`src/rtl/acc_cpu_pkg.sv`:
```
package acc_cpu_pkg;

  localparam int unsigned OPC_W = 8;

  localparam logic [OPC_W-1:0] OP_STORE = 8'h01;
  localparam logic [OPC_W-1:0] OP_LOAD  = 8'h02;
  localparam logic [OPC_W-1:0] OP_ADD   = 8'h03;
  localparam logic [OPC_W-1:0] OP_SUB   = 8'h04;
  localparam logic [OPC_W-1:0] OP_JPOS  = 8'h05;
  localparam logic [OPC_W-1:0] OP_AND   = 8'h06;
  localparam logic [OPC_W-1:0] OP_OR    = 8'h07;
  localparam logic [OPC_W-1:0] OP_INV   = 8'h08;
  localparam logic [OPC_W-1:0] OP_SHR   = 8'h09;
  localparam logic [OPC_W-1:0] OP_SHL   = 8'h0A;
  localparam logic [OPC_W-1:0] OP_MUL   = 8'h0B;
  localparam logic [OPC_W-1:0] OP_HALT  = 8'h0C;

  typedef enum logic [2:0] {
    ALU_ADD, ALU_SUB, ALU_AND, ALU_OR, ALU_INV, ALU_SHR, ALU_SHL, ALU_MUL
  } alu_op_e;

  typedef enum logic [3:0] {
    S_FETCH_A, S_FETCH_B, S_FETCH_C, S_DECODE,
    S_STORE_A, S_STORE_B,
    S_READ_A, S_READ_B, S_READ_C,
    S_EXEC, S_HALT
  } seq_state_e;

  typedef struct packed {
    logic mar_pc;
    logic mar_mbr;
    logic mbr_mem;
    logic mbr_acc;
    logic pc_inc;
    logic pc_load;
    logic ir_load;
    logic br_load;
    logic acc_clr;
    logic acc_alu;
    logic we_set;
  } ctl_t;

endpackage

```
`src/rtl/acc_cpu_alu.sv`:
```
module acc_cpu_alu
  import acc_cpu_pkg::*;
#(
  parameter int unsigned DW = 16
) (
  input  alu_op_e       op,
  input  logic [DW-1:0] a,
  input  logic [DW-1:0] b,
  output logic [DW-1:0] y
);

  localparam int unsigned PW = 2 * DW;

  logic [PW-1:0] prod;

  assign prod = {{DW{1'b0}}, a} * {{DW{1'b0}}, b};

  always_comb begin
    unique case (op)
      ALU_ADD: y = a + b;
      ALU_SUB: y = a - b;
      ALU_AND: y = a & b;
      ALU_OR:  y = a | b;
      ALU_INV: y = ~a;
      ALU_SHR: y = {1'b0, a[DW-1:1]};
      ALU_SHL: y = {a[DW-2:0], 1'b0};
      ALU_MUL: y = prod[DW-1:0];
      default: y = '0;
    endcase
  end

endmodule

```
`src/rtl/acc_cpu_seq.sv`:
```
module acc_cpu_seq
  import acc_cpu_pkg::*;
(
  input  logic             clk,
  input  logic             rst,
  input  logic [OPC_W-1:0] mbr_op,
  input  logic [OPC_W-1:0] ir_op,
  input  logic             acc_sign,
  output ctl_t             ctl,
  output alu_op_e          alu_op,
  output logic             halted
);

  seq_state_e state_q, state_d;
  logic       halted_q;

  always_comb begin
    ctl     = '0;
    state_d = state_q;
    unique case (state_q)
      S_FETCH_A: begin
        ctl.mar_pc = 1'b1;
        state_d    = S_FETCH_B;
      end
      S_FETCH_B: state_d = S_FETCH_C;
      S_FETCH_C: begin
        ctl.mbr_mem = 1'b1;
        ctl.pc_inc  = 1'b1;
        state_d     = S_DECODE;
      end
      S_DECODE: begin
        ctl.ir_load = 1'b1;
        ctl.mar_mbr = 1'b1;
        unique case (mbr_op)
          OP_STORE: state_d = S_STORE_A;
          OP_LOAD, OP_ADD, OP_SUB, OP_AND, OP_OR, OP_MUL: state_d = S_READ_A;
          OP_INV, OP_SHR, OP_SHL: state_d = S_EXEC;
          OP_JPOS: begin
            ctl.pc_load = ~acc_sign;
            state_d     = S_FETCH_A;
          end
          OP_HALT: state_d = S_HALT;
          default: state_d = S_FETCH_A;
        endcase
      end
      S_STORE_A: begin
        ctl.mbr_acc = 1'b1;
        ctl.we_set  = 1'b1;
        state_d     = S_STORE_B;
      end
      S_STORE_B: state_d = S_FETCH_A;
      S_READ_A:  state_d = S_READ_B;
      S_READ_B: begin
        ctl.mbr_mem = 1'b1;
        state_d     = S_READ_C;
      end
      S_READ_C: begin
        ctl.br_load = 1'b1;
        ctl.acc_clr = (ir_op == OP_LOAD);
        state_d     = S_EXEC;
      end
      S_EXEC: begin
        ctl.acc_alu = 1'b1;
        state_d     = S_FETCH_A;
      end
      S_HALT:  state_d = S_HALT;
      default: state_d = S_FETCH_A;
    endcase
  end

  always_comb begin
    unique case (ir_op)
      OP_SUB:  alu_op = ALU_SUB;
      OP_AND:  alu_op = ALU_AND;
      OP_OR:   alu_op = ALU_OR;
      OP_INV:  alu_op = ALU_INV;
      OP_SHR:  alu_op = ALU_SHR;
      OP_SHL:  alu_op = ALU_SHL;
      OP_MUL:  alu_op = ALU_MUL;
      default: alu_op = ALU_ADD;
    endcase
  end

  always_ff @(posedge clk) begin
    if (rst) begin
      state_q  <= S_FETCH_A;
      halted_q <= 1'b0;
    end else begin
      state_q  <= state_d;
      halted_q <= (state_d == S_HALT);
    end
  end

  assign halted = halted_q;

endmodule

```
`src/rtl/acc_cpu_regs.sv`:
```
module acc_cpu_regs
  import acc_cpu_pkg::*;
#(
  parameter int unsigned DW = 16,
  parameter int unsigned AW = 8
) (
  input  logic             clk,
  input  logic             rst,
  input  ctl_t             ctl,
  input  logic [DW-1:0]    alu_y,
  input  logic [DW-1:0]    mem_rdata,
  output logic [AW-1:0]    mar,
  output logic [DW-1:0]    mbr,
  output logic [OPC_W-1:0] ir,
  output logic [DW-1:0]    br,
  output logic [DW-1:0]    acc,
  output logic             we_q
);

  logic [AW-1:0] pc;

  always_ff @(posedge clk) begin
    if (rst) begin
      pc   <= '0;
      mar  <= '0;
      mbr  <= '0;
      ir   <= '0;
      br   <= '0;
      acc  <= '0;
      we_q <= 1'b0;
    end else begin
      if (ctl.pc_load)     pc <= mbr[AW-1:0];
      else if (ctl.pc_inc) pc <= pc + AW'(1);

      if (ctl.mar_pc)       mar <= pc;
      else if (ctl.mar_mbr) mar <= mbr[AW-1:0];

      if (ctl.mbr_mem)      mbr <= mem_rdata;
      else if (ctl.mbr_acc) mbr <= acc;

      if (ctl.ir_load) ir <= mbr[AW +: OPC_W];
      if (ctl.br_load) br <= mbr;

      if (ctl.acc_clr)      acc <= '0;
      else if (ctl.acc_alu) acc <= alu_y;

      we_q <= ctl.we_set;
    end
  end

endmodule

```
`src/rtl/acc_cpu_core.sv`:
```
module acc_cpu_core
  import acc_cpu_pkg::*;
#(
  parameter int unsigned DW = 16,
  parameter int unsigned AW = 8
) (
  input  logic          clk,
  input  logic          rst,
  input  logic [DW-1:0] mem_rdata,
  output logic [AW-1:0] mem_addr,
  output logic [DW-1:0] mem_wdata,
  output logic          mem_we,
  output logic          halted
);

  ctl_t             ctl;
  alu_op_e          alu_op;
  logic [DW-1:0]    mbr, br, acc, alu_y;
  logic [OPC_W-1:0] ir;
  logic [AW-1:0]    mar;
  logic             we_q;

  acc_cpu_seq u_seq (
    .clk      (clk),
    .rst      (rst),
    .mbr_op   (mbr[AW +: OPC_W]),
    .ir_op    (ir),
    .acc_sign (acc[DW-1]),
    .ctl      (ctl),
    .alu_op   (alu_op),
    .halted   (halted)
  );

  acc_cpu_regs #(.DW(DW), .AW(AW)) u_regs (
    .clk       (clk),
    .rst       (rst),
    .ctl       (ctl),
    .alu_y     (alu_y),
    .mem_rdata (mem_rdata),
    .mar       (mar),
    .mbr       (mbr),
    .ir        (ir),
    .br        (br),
    .acc       (acc),
    .we_q      (we_q)
  );

  acc_cpu_alu #(.DW(DW)) u_alu (
    .op (alu_op),
    .a  (acc),
    .b  (br),
    .y  (alu_y)
  );

  assign mem_addr  = mar;
  assign mem_wdata = mbr;
  assign mem_we    = we_q;

endmodule

```
`config.mk`:
```
export PLATFORM = sky130hd
export DESIGN_NAME = acc_cpu_core
export DESIGN_NICKNAME = d
export VERILOG_FILES = /design/src/rtl/acc_cpu_pkg.sv /design/src/rtl/acc_cpu_alu.sv /design/src/rtl/acc_cpu_seq.sv /design/src/rtl/acc_cpu_regs.sv /design/src/rtl/acc_cpu_core.sv
export SDC_FILE = /design/constraint.sdc
export NUM_CORES = 1
export LEC_CHECK = 0
export BUFFER_PORTS_ARGS = -buffer_cell sky130_fd_sc_hd__buf_2
export CORE_UTILIZATION = 50
export CTS_CLUSTER_SIZE = 40
export DETAILED_ROUTE_END_ITERATION = 12
export PLACE_DENSITY_LB_ADDON = 0.08
export SLEW_MARGIN = 0
export SYNTH_ARGS = -nofsm -noshare
export SYNTH_HDL_FRONTEND = slang
export SYNTH_SLANG_ARGS = --single-unit
```
`constraint.sdc`:
```
create_clock -name clk -period 5.2 [get_ports clk]
set_clock_uncertainty 0.2 [all_clocks]
set_input_delay 0.52 -clock clk [delete_from_list [all_inputs] [get_ports clk]]
set_output_delay 0.52 -clock clk [all_outputs]
set_load 0.02 [all_outputs]
```
### Word-level counts from Yosys, hierarchy flattened

Cells that the tools add are included.

* memories: 0
* memory bits (read-only): 0
* memory bits (writable): 0
* output and inout port bits: 26
* input port bits: 18
* latch bits: 0
* register bits: 78
* logic and storage cells: 82

* reduce and logical (&&, ||, !) cells: 9
* $mul: 1
* divide/modulo/power cells: 0
* bitwise logic cells: 4
* muxes and demuxes: 19
* eq/ne operators: 37
* magnitude comparators: 0
* $add $sub $neg: 3
* shift operators: 0

Operators by type and width (count)
* 16-bit case mux with 8 select lines: 1
* 8-bit by 4-bit equality test with 1-bit output (second input constant): 9
* 8-bit by 3-bit equality test with 1-bit output (second input constant): 7
* 4-bit case mux with 9 select lines: 1
* 16-bit 2-to-1 mux: 2
* 8-bit 2-to-1 mux: 4
* 8-bit by 2-bit equality test with 1-bit output (second input constant): 3
* 3-bit case mux with 7 select lines: 1
* 16-bit adder: 1
* 16-bit bitwise AND: 1
* 4-bit equality test (second input constant): 4
* 16-bit by 16-bit multiplier with 16-bit output: 1
* 16-bit NOT: 1
* 16-bit OR: 1
* 4-bit case mux with 4 select lines: 1
* 16-bit subtractor: 1
* 3-bit equality test (second input constant): 4
* 4-bit by 3-bit equality test with 1-bit output (second input constant): 3
* 8-bit by 1-bit adder with 8-bit output (second input constant): 1
* 4-bit by 2-bit equality test with 1-bit output (second input constant): 2
* 8-bit by 1-bit equality test with 1-bit output (second input constant): 1
* 1-bit 2-to-1 mux: 7
* 3-bit by 2-bit equality test with 1-bit output (second input constant): 2
* 2-bit nonzero test: 3
* other kinds (9): 11

### Longest topological paths before layout

* depth after elaboration: 5
* depth in mapped cells: 24

### Modules after synthesis

Synthesis repeated with hierarchy kept, for this count alone.

* cells, all modules: 1154
* area, all modules: 9526.6 sq um

Modules (own cells, without submodules)
* acc_cpu_alu: instances 1, cells each 789, area an instance 6029.5 sq um
* acc_cpu_regs: instances 1, cells each 289, area an instance 2999.1 sq um
* acc_cpu_seq: instances 1, cells each 76, area an instance 498.0 sq um

### Least setup slack after synthesis

OpenSTA, ideal clock, no wires.

* path type: register -> register
* start: reg u_regs.br[1]
* end: reg u_regs.acc[13]
* setup time: 0.124 ns
* data arrival time: 5.333 ns
* stages on the path, launching flop included: 20
* path buffers: 2
* data required time: 4.876 ns
* slack: -0.457 ns
* period minus slack after synthesis: 5.657 ns
* path through: dfxtp_1 clkbuf_1 clkbuf_1 nand2_1 fa_1 fa_1 fa_1 fa_1 inv_1 fa_1 inv_1 fa_1 inv_1 ha_1 and3_1 a21bo_2 and2_1 xnor2_1 a221oi_1 o21ai_1

* longest elaborated chain between the ends: 2

RTL lines
* start, declared: RTL line acc_cpu_regs.sv:15 `output logic [DW-1:0] br,`
* start signal, assigned: RTL line acc_cpu_regs.sv:42 `if (ctl.br_load) br <= mbr;`
* 16-bit by 16-bit multiplier with 16-bit output (tied with other cells): RTL line acc_cpu_alu.sv:16 `assign prod = {{DW{1'b0}}, a} * {{DW{1'b0}}, b};`
* 16-bit case mux with 8 select lines *: RTL line acc_cpu_alu.sv:19 `unique case (op)`
* end signal, assigned: RTL line acc_cpu_regs.sv:45 `else if (ctl.acc_alu) acc <= alu_y;`
* end, declared: RTL line acc_cpu_regs.sv:16 `output logic [DW-1:0] acc,`

Mark *: on every way between the ends. The rest lies on a longest branch, timed or not.
A chain may end at the register's enable or synchronous reset.

### Final worst setup path

* start: reg u_regs.acc[11]
* end: reg u_regs.acc[14]

* longest elaborated chain between the ends: 2

RTL lines (RTL line)
* 16-bit by 16-bit multiplier with 16-bit output (tied with other cells): acc_cpu_alu.sv:16
* 16-bit case mux with 8 select lines *: acc_cpu_alu.sv:19

Marks and branches as above.

==> impl_metrics.py <==
metrics = {
    "yosys": {
        "mappedNetlistNets": 1302,
        "synth-compound-area-share_pct": 17.9,
        "largest_family_of_logic_cells_by_synthesized_area": "adder cells",
        "ys.warnings.count": 0,
        "yosys.area_share.xor_xnor_pct": 6.43,
        "post_synthesis_adder_cell_area_fraction_pct": 27.7,
        "syn_area_um2": 8910,
        "ys_ff_latch": 78,
        "synth_enable_flop_cells": 0,
        "synth_mux_area_share_pct": 0.225,
        "seq_area_frac_synth_pct": 17.5,
        "synthFlopType": "sky130_fd_sc_hd__dfxtp_1",
        "share_of_flip_flops_with_an_asynchronous_set_or_reset_pct": 0,
        "yosysUniqueCellTypes": 67,
        "synth.avg_cell_area_um2": 7.85,
        "area_share_of_and_or_nand_nor_cells_after_synthesis_pct": 21.2,
        "postSynthCellCount": 1135,
    },
    "timing": {
        "tightestPinTransition_ps": 1300,
        "grt_setup_unrepaired": "yes",
        "final.setup.worst_slack_ps": -59.0,
        "max_slew_margin_pct": 13.1,
        "clock.fmax_ghz": 0.190,
        "timing.final.setup_violations": 3,
        "timing.setup.tns_ps": -147,
        "min_period_over_period_pct": 101,
        "report.final.hold_viol_count": 0,
        "fin_crit_ps": 5260,
        "maxSlewViolCount": 0,
    },
    "flow_run": {
        "maxCapViolCount": 0,
    },
    "setup_path": {
        "critical_path.n_buffers_inverters": 4,
        "worstSetupStartpointType": "flip-flop",
        "regToRegSetupSlack_ps": -60,
        "crit_slowest_cell": "sky130_fd_sc_hd__fa_2",
        "crit_required_ps": 5230,
        "critical_path.max_stage_delay_ps": 540,
        "end_kind": "flip-flop",
        "crit_path_frequent_cell": "sky130_fd_sc_hd__fa_1",
        "timing.critical_path.max_delay_family": "adder cells",
        "worstSetupPathType": "reg2reg",
        "worst_r2r_path_depth": 20,
        "critical_path.reg2reg.endpoint": "u_regs.acc[14]",
        "reg_to_reg_startpoint": "u_regs.acc[11]",
        "critical_path_peak_fanout": 5,
        "timing.critical_path.cells": "and2_4, fa_1, inv_1, fa_1, inv_1, fa_1, fa_1, inv_2, fa_1, fa_2, inv_1, ha_4, nand2b_1, nor2_1, a21oi_1, o2bb2ai_1, a211oi_1, o2111ai_1, a211oi_1, a21oi_1",
        "arrival_ps": 5290,
    },
    "drt": {
        "wl_per_cell_um": 19.0,
        "detailedRoute.firstPassIterationCount": 6,
        "detailroute.wirelength.met3_um": 1850,
        "m1WireLength_um": 11900,
        "num_vias": 8215,
        "route.top_layer_used": "met4",
        "post-route-drc-count": 0,
        "routed_wirelength_um": 26900,
        "antenna_viol_nets_final": 0,
        "vias_per_cell": 5.79,
        "met2RoutedLength_um": 12500,
        "dr.first_iter.drc_count": 708,
    },
    "grt": {
        "track_usage_pct": 31.0,
        "grt_max_degree": 64,
        "grt.overflow.total": 0,
        "grt_pass1_vias": 7887,
        "antenna_found_initial": 0,
        "grt_pass1_wl_um": 43200,
    },
    "placement": {
        "detailed_place_hpwl_um": 20800,
        "place_area_um2": 9790,
        "dp_slack_ps": -243,
        "dp.cells": 1399,
        "buffer_ports.inserted": 43,
        "finalWeightedCongestion": 0.924,
    },
    "final_layout": {
        "antenna_diodes": 0,
        "flow.area_growth_from_synthesis_pct": 14.9,
        "layout.cells.most_common": "sky130_fd_sc_hd__nand2_1",
        "mostFrequentLayoutCells": "sky130_fd_sc_hd__nand2_1, sky130_fd_sc_hd__inv_1, sky130_fd_sc_hd__a21oi_1",
        "layout-drive-gt1-share_pct": 18.2,
        "footprint_of_the_multi_input_gates_um2": 6740,
        "post_layout_instance_count_excluding_filler_cells": 1418,
        "fin_nets": 1355,
        "final_cell_area_um2": 10200,
        "filler_cells": 1627,
        "sequential_area_um2": 1620,
    },
    "outcome": {
        "status": "finished, violations left",
        "violations": "setup timing",
    },
    "clock_network": {
        "clk_root_buffer_cell": "sky130_fd_sc_hd__clkbuf_16",
        "clkSinkCount": 78,
        "htree_levels": 3,
        "cts_tree": "yes",
        "tritoncts.num_buffers": 9,
        "max-clock-path-buffers": 2,
        "clock_latency_ps": 350,
        "clkTransAtPathRegs_ps": 60,
    },
    "floorplan": {
        "row_count": 48,
        "die_width_um": 136,
        "die_h_um": 136,
        "boundaryPins": 44,
        "design.die.area_um2": 18400,
        "fp.coreArea_um2": 17400,
        "starting_density_of_the_core_pct": 51.3,
    },
    "worst_hold_path": {
        "hold_start": "mem_rdata[5]",
        "hold_path_class": "in2reg",
        "timing.hold.worst_endpoint": "u_regs.mbr[5]",
        "hold-path-cell-count": 3,
    },
    "power": {
        "leakagePower_nw": 4.50,
        "power.density_nw_per_um2": 158,
        "ir_drop_v": 0.000157,
    },
}
flip-flops by register name, indices dropped and copies added (netlist names), 4 cells and up:
| register | flops |
|---|---|
| u_regs.acc | 16 |
| u_regs.br | 16 |
| u_regs.ir | 8 |
| u_regs.mar | 8 |
| u_regs.mbr | 16 |
| u_regs.pc | 8 |
| u_seq.state_q | 4 |
layer usage:
metal | global-route usage (%) | up-vias
met3 | 3.93 | 44
li1 | - | 3910
met5 | 0 | -
met1 | 43.4 | 3950
met2 | 49.4 | 311
met4 | 9.80 | 0
how the worst max path moves through the flow:
stage          cells past startpoint  slack (ps)            from              to
2_1_floorplan                     20         -70    u_regs.br[4]  u_regs.acc[13]
5_1_grt                           17        -240    u_regs.br[1]  u_regs.acc[13]
6_report                          20         -60  u_regs.acc[11]  u_regs.acc[14]
3_5_place_dp                      17        -240    u_regs.br[1]  u_regs.acc[13]
3_3_place_gp                      17        -230   u_regs.acc[6]  u_regs.acc[15]
4_1_cts                           18         -60   u_regs.acc[7]  u_regs.acc[13]
worst min-delay path: cells and delay by family:
family,cells,cell delay (ps)
compound gates,2,180
buf+inv,1,80
per-stage QoR:
step | util [%] | power (mW) | hold WS [ps]
6_report | 59.0 | 1.62 | 262
4_1_cts | 58.6 | 1.62 | 251
3_5_place_dp | 56.4 | 1.01 | 261
3_3_place_gp | 56.4 | 1.01 | 254
2_1_floorplan | - | 0.903 | 236
5_1_grt | 59.0 | 1.69 | 285
report_power, final:
| group | switching, mW | leakage, nW | internal, mW | total, mW |
|---|---|---|---|---|
| Sequential | 0.0361 | 0.646 | 0.615 | 0.651 |
| Combinational | 0.213 | 3.71 | 0.134 | 0.347 |
| Clock | 0.278 | 0.139 | 0.339 | 0.618 |
cells by family (layout without fill, tap and decap cells):
logic type | after synthesis | after routing
and+or+nand+nor | 394 | 394
AOI/OAI and AO/OA | 244 | 244
buffers and inverters | 205 | 263
adders and majority gates | 149 | 149
DFF | 78 | 78
xor gates and xnor gates | 63 | 63
muxes | 2 | 2
Yosys cell counts (4+ instances only):
cell type	n	area share, %
sky130_fd_sc_hd__clkbuf_1	65	2.7
sky130_fd_sc_hd__xor2_1	24	2.4
sky130_fd_sc_hd__o21a_1	4	0.34
sky130_fd_sc_hd__nor2b_1	6	0.42
sky130_fd_sc_hd__nand2b_1	17	1.2
sky130_fd_sc_hd__a22oi_1	19	1.6
sky130_fd_sc_hd__nand4_1	4	0.28
sky130_fd_sc_hd__nor2_1	51	2.1
sky130_fd_sc_hd__xnor2_1	37	3.6
sky130_fd_sc_hd__o21ai_0	28	1.6
sky130_fd_sc_hd__and2_1	68	4.8
sky130_fd_sc_hd__a211oi_1	9	0.76
sky130_fd_sc_hd__o211ai_1	5	0.42
sky130_fd_sc_hd__o2111ai_1	18	1.8
sky130_fd_sc_hd__inv_1	120	5.1
sky130_fd_sc_hd__o22ai_1	9	0.63
sky130_fd_sc_hd__or3_1	5	0.35
sky130_fd_sc_hd__nor4_1	6	0.42
sky130_fd_sc_hd__nor3_1	21	1.2
sky130_fd_sc_hd__buf_2	17	0.95
sky130_fd_sc_hd__and3_1	8	0.56
sky130_fd_sc_hd__a21o_1	6	0.51
sky130_fd_sc_hd__nand3_1	19	1.1
sky130_fd_sc_hd__fa_1	81	18
sky130_fd_sc_hd__ha_1	68	9.5
sky130_fd_sc_hd__a31oi_1	7	0.49
sky130_fd_sc_hd__nand2_1	174	7.3
sky130_fd_sc_hd__a221oi_1	18	1.8
sky130_fd_sc_hd__dfxtp_1	78	18
sky130_fd_sc_hd__o21ai_1	6	0.34
sky130_fd_sc_hd__a21oi_1	88	4.9
cell type report:
| type | count | share of cell area (%) |
|---|---|---|
| inverter | 121 | 4.43 |
| clock buffer | 10 | 2.33 |
| multi-input combinational | 852 | 65.9 |
| sequential | 78 | 15.8 |
| clock inverter | 6 | 0.428 |
| tap | 225 | 2.75 |
| timing repair buffer | 126 | 8.42 |
repair_timing:
action                     4_1_cts  5_1_grt
hold buffers                     0        0
buffers inserted                 4        0
pin swaps                       16       14
resized for setup               39       19
setup endpoints to repair        6        7
gates cloned                     0        0
Note: power is estimated with default switching activity, not from simulation.
